==> src/rtl/rfs_pkg.sv <==
package rfs_pkg;
   // Self-refresh range codes; bit0 = auto self-refresh, bit1 = extended range
   typedef enum logic [1:0] {
      SR_NORMAL = 2'b00,
      SR_AUTO   = 2'b01,
      SR_EXT    = 2'b10
   } sr_mode_e;
endpackage

==> src/rtl/rfs_interval.sv <==
module rfs_interval #(
   parameter int NORM_INTERVAL = 6240
) (
   input  logic clk,
   input  logic rst_n,
   input  logic hot_i,
   output logic tick_o
);
   localparam int HOT_INTERVAL = NORM_INTERVAL / 2;
   localparam int CW           = $clog2(NORM_INTERVAL);
   localparam logic [CW-1:0] NORM_LD = CW'(NORM_INTERVAL - 1);
   localparam logic [CW-1:0] HOT_LD  = CW'(HOT_INTERVAL - 1);

   logic [CW-1:0] cnt_q;

   assign tick_o = (cnt_q == '0);

   // temperature is looked at only when a new interval is loaded
   always_ff @(posedge clk or negedge rst_n) begin
      if (!rst_n)      cnt_q <= NORM_LD;
      else if (tick_o) cnt_q <= hot_i ? HOT_LD : NORM_LD;
      else             cnt_q <= cnt_q - 1'b1;
   end
endmodule

==> src/rtl/rfs_pending.sv <==
module rfs_pending #(
   parameter int MAX_PENDING = 8
) (
   input  logic clk,
   input  logic rst_n,
   input  logic tick_i,
   input  logic take_i,
   output logic req_o,
   output logic urgent_o
);
   localparam int PW = $clog2(MAX_PENDING + 1);
   localparam logic [PW-1:0] FULL_V = PW'(MAX_PENDING);

   logic [PW-1:0] pend_q;
   logic          full, inc;

   assign full     = (pend_q == FULL_V);
   assign inc      = tick_i && (!full || take_i);
   assign req_o    = (pend_q != '0);
   assign urgent_o = full;

   always_ff @(posedge clk or negedge rst_n) begin
      if (!rst_n) pend_q <= '0;
      else begin
         unique case ({inc, take_i})
            2'b10:   pend_q <= pend_q + 1'b1;
            2'b01:   pend_q <= pend_q - 1'b1;
            default: pend_q <= pend_q;
         endcase
      end
   end
endmodule

==> src/rtl/rfs_recovery.sv <==
module rfs_recovery #(
   parameter int RFC_CYCLES = 208
) (
   input  logic clk,
   input  logic rst_n,
   input  logic start_i,
   output logic hold_o
);
   localparam int RW = $clog2(RFC_CYCLES);
   localparam logic [RW-1:0] RFC_LD = RW'(RFC_CYCLES - 1);

   logic [RW-1:0] rcnt_q;

   // the fire cycle itself is the first blocked cycle; this covers the rest
   assign hold_o = (rcnt_q != '0);

   always_ff @(posedge clk or negedge rst_n) begin
      if (!rst_n)       rcnt_q <= '0;
      else if (start_i) rcnt_q <= RFC_LD;
      else if (hold_o)  rcnt_q <= rcnt_q - 1'b1;
   end
endmodule

==> src/rtl/rfs_sr_mode.sv <==
module rfs_sr_mode
   import rfs_pkg::*;
#(
   parameter bit AUTO_SR = 1'b0
) (
   input  logic       clk,
   input  logic       rst_n,
   input  logic       hot_i,
   input  logic       sr_req_i,
   output logic [1:0] mode_o
);
   sr_mode_e hot_code, next_code, mode_q;

   generate
      if (AUTO_SR) begin : g_auto
         assign hot_code = SR_AUTO;
      end else begin : g_ext
         assign hot_code = SR_EXT;
      end
   endgenerate

   assign next_code = hot_i ? hot_code : SR_NORMAL;
   assign mode_o    = mode_q;

   // frozen while the controller is heading into self-refresh
   always_ff @(posedge clk or negedge rst_n) begin
      if (!rst_n)         mode_q <= SR_NORMAL;
      else if (!sr_req_i) mode_q <= next_code;
   end
endmodule

==> src/rtl/refresh_sched.sv <==
module refresh_sched #(
   parameter int NORM_INTERVAL = 6240,
   parameter int RFC_CYCLES    = 208,
   parameter int MAX_PENDING   = 8,
   parameter bit AUTO_SR       = 1'b0
) (
   input  logic       clk,
   input  logic       rst_n,
   input  logic       hot_i,
   input  logic       banks_idle_i,
   input  logic       sr_req_i,
   output logic       ref_req_o,
   output logic       ref_urgent_o,
   output logic       ref_fire_o,
   output logic       busy_o,
   output logic       sr_ok_o,
   output logic [1:0] sr_mode_o
);
   generate
      if (NORM_INTERVAL < 4 || (NORM_INTERVAL % 2) != 0) begin : g_bad_interval
         $error("NORM_INTERVAL must be even and at least 4");
      end
      if (RFC_CYCLES < 2) begin : g_bad_rfc
         $error("RFC_CYCLES must be at least 2");
      end
      if (MAX_PENDING < 1) begin : g_bad_pend
         $error("MAX_PENDING must be at least 1");
      end
   endgenerate

   logic tick, hold;

   rfs_interval #(.NORM_INTERVAL(NORM_INTERVAL)) u_interval (
      .clk(clk), .rst_n(rst_n), .hot_i(hot_i), .tick_o(tick)
   );

   rfs_pending #(.MAX_PENDING(MAX_PENDING)) u_pending (
      .clk(clk), .rst_n(rst_n), .tick_i(tick), .take_i(ref_fire_o),
      .req_o(ref_req_o), .urgent_o(ref_urgent_o)
   );

   rfs_recovery #(.RFC_CYCLES(RFC_CYCLES)) u_recovery (
      .clk(clk), .rst_n(rst_n), .start_i(ref_fire_o), .hold_o(hold)
   );

   rfs_sr_mode #(.AUTO_SR(AUTO_SR)) u_sr_mode (
      .clk(clk), .rst_n(rst_n), .hot_i(hot_i), .sr_req_i(sr_req_i),
      .mode_o(sr_mode_o)
   );

   assign ref_fire_o = ref_req_o && banks_idle_i && !hold;
   assign busy_o     = ref_fire_o || hold;
   assign sr_ok_o    = sr_req_i && banks_idle_i && !busy_o;
endmodule

==> config.mk <==
export PLATFORM = sky130hd
export DESIGN_NAME = refresh_sched
export DESIGN_NICKNAME = d
export VERILOG_FILES = /design/src/rtl/rfs_pkg.sv /design/src/rtl/rfs_interval.sv /design/src/rtl/rfs_pending.sv /design/src/rtl/rfs_recovery.sv /design/src/rtl/rfs_sr_mode.sv /design/src/rtl/refresh_sched.sv
export SDC_FILE = /design/constraint.sdc
export NUM_CORES = 1
export LEC_CHECK = 0
export ABC_CLOCK_PERIOD_IN_PS = 2700
export BUFFER_PORTS_ARGS = -buffer_cell sky130_fd_sc_hd__buf_2
export CAP_MARGIN = 30
export CORE_UTILIZATION = 55
export DETAILED_ROUTE_END_ITERATION = 6
export GPL_TIMING_DRIVEN = 0
export PLACE_DENSITY = 0.74
export SLEW_MARGIN = 0
export SYNTH_ARGS = -nofsm -noshare
export SYNTH_HDL_FRONTEND = slang
export SYNTH_SLANG_ARGS = --single-unit
==> constraint.sdc <==
create_clock -name clk -period 2.7 [get_ports clk]
set_input_delay 0.405 -clock clk [delete_from_list [all_inputs] [get_ports clk]]
set_output_delay 0.405 -clock clk [all_outputs]
set_load 0.05 [all_outputs]
# Yosys cells after proc, flatten, opt, wreduce, memory -nomap -nowiden
# Index checks and enable logic that the tools add are counted.
totals:
  output_inout_bits: 7
  n_memories: 0
  romBits: 0
  input_bits: 5
  elab_cells: 32
  ff_bits: 27
  ram_bits: 0
  latch_bits: 0
op_classes:
  addsub: 4
  eq_ne: 3
  n_shift: 0
  muxes: 6
  n_lt_le_gt_ge: 0
  n_mul: 0
  n_reduce_logical: 15
  div: 0
  bitwise: 0
ops:
  columns: ["operator", "count"]
  rows:
  - ["13-bit two-way mux", 2]
  - ["8-bit two-way mux", 2]
  - ["13-bit logical NOT", 1]
  - ["13-bit by 1-bit subtractor with 13-bit output, second input constant", 1]
  - ["4-bit one-hot mux with 2 select lines", 1]
  - ["8-bit nonzero test", 1]
  - ["8-bit by 1-bit subtractor with 8-bit output, second input constant", 1]
  - ["1-bit logical AND", 5]
  - ["4-bit by 1-bit adder with 4-bit output, second input constant", 1]
  - ["4-bit equality test, second input constant", 1]
  - ["2-bit nonzero test", 2]
  - ["4-bit nonzero test", 1]
  - ["4-bit by 1-bit subtractor with 4-bit output, second input constant", 1]
  - ["1-bit logical NOT", 3]
  - ["2-bit by 1-bit equality test with 1-bit output, second input constant", 1]
  - ["2-bit equality test, second input constant", 1]
  - ["1-bit logical OR", 2]
  - ["2-bit two-way mux", 1]

# Logic depth before layout (Yosys ltp)
logic_depth:
  depth_word: 7
  mapped_depth: 13
  depth_no_buf: 12

# Modules after synthesis
# From an unflattened synthesis, not the netlist that was laid out.
hier_totals:
  hier_cells: 145
  area_unflattened_um2: 1515.2
modules_own_cells:
  columns: ["mod", "seq_area_each_um2", "cells_per_inst", "area_per_inst_um2", "instances"]
  rows:
  - ["rfs_interval", 335.3, 65, 684.4, 1]
  - ["rfs_recovery", 200.2, 47, 480.5, 1]
  - ["rfs_pending", 100.1, 26, 267.8, 1]
  - ["rfs_sr_mode", 25.0, 4, 51.3, 1]
  - ["refresh_sched", 0.0, 3, 31.3, 1]

# Worst setup path before layout
# No wires, ideal clock.
synth_path:
  path_kind: "register -> register"
  start: "reg u_pending.pend_q[1]"
  end: "reg u_pending.pend_q[2]"
  path_slack_ns: -0.454
  synth_period_minus_slack_ns: 3.154
  arrival_time_ns: 3.029
  stages_incl_launch_ff: 5
  path_buffers: 0
  cell_sequence: "dfrtp_1 nor4b_1 nor3_4 a21oi_2 mux2_4"
synth_between:
  word_cells_on_any_way: 13
  cone_classes: "add/sub: 2; eq/ne: 3; mux: 1; reduce/logical: 7"
synth_rtl:
  columns: ["item", "line", "source"]
  rows:
  - ["from (decl)", "rfs_pending.sv:14", "logic [PW-1:0] pend_q;"]
  - ["from (signal assigned)", "rfs_pending.sv:26", "2'b10: pend_q <= pend_q + 1'b1;"]
  - ["from (signal assigned)", "rfs_pending.sv:27", "2'b01: pend_q <= pend_q - 1'b1;"]
  - ["from (signal assigned)", "rfs_pending.sv:28", "default: pend_q <= pend_q;"]
  - ["4-bit equality test *", "rfs_pending.sv:17", "assign full = (pend_q == FULL_V);"]
  - ["named net ref_urgent_o", "refresh_sched.sv:13", "output logic ref_urgent_o,"]
  - ["1-bit logical NOT *", "rfs_pending.sv:18", "assign inc = tick_i && (!full || take_i);"]
  - ["1-bit logical OR *", "rfs_pending.sv:18", null]
  - ["1-bit logical AND *", "rfs_pending.sv:18", null]
  - ["2-bit by 1-bit equality test with 1-bit output or 2-bit equality test (tied branches)", "rfs_pending.sv:25", "unique case ({inc, take_i})"]
  - ["4-bit one-hot mux with 2 select lines or 2-bit nonzero test (tied branches)", null, null]
# Mark *: on every way through the listed nets, which the timed path passes. The rest lies on a longest branch.
# A chain may end at the register's enable or synchronous reset.

==> flow_summary.yaml <==
layout:
  final_nets: 154
  multi_input_area_um2: 712
  synthToLayoutAreaGrowth_pct: 12.3
  diodes: 0
  fillers: 173
  fin_cells: 171
  regArea_um2: 662
  layout-drive-gt1-share: 0.301
  fin_util: 0.680
grt:
  grt_antenna_before_repair: 0
  grt_start_max_net_pins: 27
  met3_usage: 0.0348
  grt_overflow: 0
  grt_busiest_layer: "met2"
  grt_pass1_wl_um: 4170
  use_met1: 0.285
  grt_pass1_vias: 926
  use_met2: 0.342
  grt_usage: 0.211
setup_path:
  rr_startpoint: "u_pending.pend_q[3]"
  reg2reg_slack_ns: 0.14
  critPathBufInv: 1
  endpoint_kind: "primary output"
  critPathTopFamily: "simple AND/OR/NAND/NOR gates"
  path_cells: "or4_1 -> nor2_4 -> nand2_1 -> nor2_4 -> and3_1 -> clkbuf_4"
  worst_path_most_repeated_cell: "nor2_4"
  ff2ff_path_depth: 11
  start_kind: "register"
  critPathMaxStageDelay_ns: 0.60
  arrival_ns: 2.18
  critPathKind: "reg -> out"
  slowest_stage: "or4_1"
  cp.required_ns: 2.30
  cp_max_fo: 5
  rr_endpoint: "u_pending.pend_q[3]"
power_and_ir_drop:
  powerDensity_mw_per_mm2: 756
  leakage_nw: 0.703
  ir_drop_mv: 0.473
timing:
  worst_slew_pin_slew_ns: 0.601
  setup_violations: 0
  min_period_ns: 2.58
  hold_ws_ns: 0.0598
  max_freq_ghz: 0.387
  finalHoldViolations: 0
  slew_headroom: 0.599
  slew_violations: 0
  finalClockSkew_ns: 0.00288
  min_period_over_period: 0.957
clock_tree:
  cts_buffer_depth: 2
  path_clk_slew_ns: 0.14
  cts_hold_buf: 0
  cts_buffers: 3
  htreeDepth: 1
  cts.sinks: 26
  clock-root-buffer: "clkbuf_4"
  cts_tree: "built"
  clk_latency_ns: 0.31
drt:
  wire_per_inst_um: 14.5
  postRouteAntennaNets: 0
  wirelength_um: 2470
  drtIter0Drc: 14
  via_per_inst: 5.70
  firstDrtPassIters: 4
  drt_drc_violations_left: 0
  num_vias: 975
synthesis:
  synth_top_family_by_area: "simple AND/OR/NAND/NOR gates"
  syn_area_per_cell_um2: 11.0
  synthTopCellsByArea: "dfrtp_1 (32%), dfstp_2 (15%), xnor2_1 (5.7%)"
  ys_warn_count: 0
  synth_seq_area_share: 0.475
  synthXorXnorAreaFrac: 0.0881
  synth_compound_area_frac: 0.0926
  synth_cell_types: 43
  synthSimpleGateAreaFrac: 0.206
  synth_mux_area_frac: 0.0477
  yosysTopAreaCellShare: 0.324
  synth_adder_area_share: 0.0504
  synth_fp_nets: 136
  synth_area_mm2: 0.00139
  synth_cells: 126
  ys_ff_latch: 26
  synth_top_area_cell: "dfrtp_1"
floorplanning:
  start_util: 0.606
  fp.coreArea_mm2: 0.00230
  chipWidth_um: 52.3
  die_y_um: 52.3
  num_rows: 17
  die_area_mm2: 0.00273
  io_pins: 12
run_status:
  status: "finished clean"
job:
  cap_violations: 0
placement:
  dpl.cell_count: 164
  gp_congestion: 0.713
  dp_hpwl_um: 1810
  port-buffer-count: 10
worst_hold_path:
  hold_path_class: "in -> async"
==> metal layers <==
layer	vias up	wire [um]
li1	485	-
met4	0	34
met3	4	39
met5	-	0
met1	476	1220
met2	10	1180
==> metrics by stage <==
stage | setup slack (ns) | total power, mW | TNS, ns | instance area (um^2)
finish | 0.117 | 1.18 | 0 | 1560
CTS | 0.0321 | 1.14 | 0 | 1510
floorplan | 0.249 | 0.878 | 0 | 1400
detailed placement | 0.123 | 0.973 | 0 | 1480
global route | -0.0107 | 1.27 | -0.0158 | 1560
global placement | 0.172 | 0.943 | 0 | 1480
==> worst max-delay path by stage <==
stage / start / to / slack (ns) / cells past startpoint
after detailed placement: u_recovery.rcnt_q[4] / u_pending.pend_q[3] / 0.12 / 11
after global placement: u_pending.pend_q[0] / u_pending.pend_q[3] / 0.17 / 11
final: u_recovery.rcnt_q[4] / sr_ok_o / 0.12 / 6
after global routing: u_pending.pend_q[3] / u_pending.pend_q[3] / -0.01 / 11
after CTS: u_recovery.rcnt_q[4] / sr_ok_o / 0.03 / 6
after floorplan: u_pending.pend_q[0] / u_pending.pend_q[3] / 0.25 / 11
==> synth_stat cells, drive strengths merged <==
master and number:
dfrtp 18, nor2 11, nand2 10, inv 9
xnor2 9, dfstp 8, a21oi 7, nor4 7
xor2 5, ha 4, mux2i 4, nor3 3
or4 3, a21o 2, buf 2, mux2 2
nand3 2, nand4b 2, o21ai 2, o31ai 2
a2111oi 1, a211oi 1, a31oi 1, and2b 1
and3 1, and4b 1, conb 1, fa 1
nand2b 1, nor3b 1, nor4b 1, o41a 1
o41ai 1, or3 1
==> where the power goes <==
group          switching (mW)  leakage, nW  internal, mW
Sequential              0.130        0.298         0.494
Combinational           0.199        0.390         0.187
Clock                   0.112       0.0150        0.0578
==> cell families (layout without fill, tap and decap cells) <==
logic type / count (synthesis) / after routing
simple gates: 45 / 45
xor+xnor: 14 / 14
compound gates: 18 / 18
buf+inv: 11 / 28
other cells: 1 / 1
flops: 26 / 26
fa+ha+maj: 5 / 5
mux: 6 / 6
==> placed cells by master (no fill, tap or decap), types with 4 or more instances in the layout <==
master    instances
inv_1             9
xnor2_1           9
ha_1              4
buf_2             9
nand2_1          10
xor2_1            5
dfrtp_1          17
a21oi_1           6
buf_4             4
nor2_1            9
mux2i_1           4
clkbuf_4          4
nor4_1            4
dfstp_2           8
==> cell type report <==
| cell class | count | area share |
|---|---|---|
| repair buffers | 13 | 0.0480 |
| flip-flops and latches | 26 | 0.424 |
| plain buffers | 2 | 0.0120 |
| well taps | 28 | 0.0224 |
| clock buffers | 4 | 0.0168 |
| multi-input cells | 89 | 0.456 |
| inverters | 9 | 0.0216 |
==> sequential cells by signal, indices dropped and copies added (netlist names) <==
| name | count |
|---|---|
| u_pending.pend_q | 4 |
| u_interval.cnt_q | 13 |
| u_sr_mode.mode_o | 1 |
| u_recovery.rcnt_q | 8 |
==> what timing repair did <==
action | in CTS | in global routing
pin swaps | 0 | 1
endpoints found under the setup margin | 1 | 3
resized for setup | 1 | 7
setup buffers | 0 | 3
endpoints found under the hold margin | 0 | 0
(Power assumes the default switching activity.)
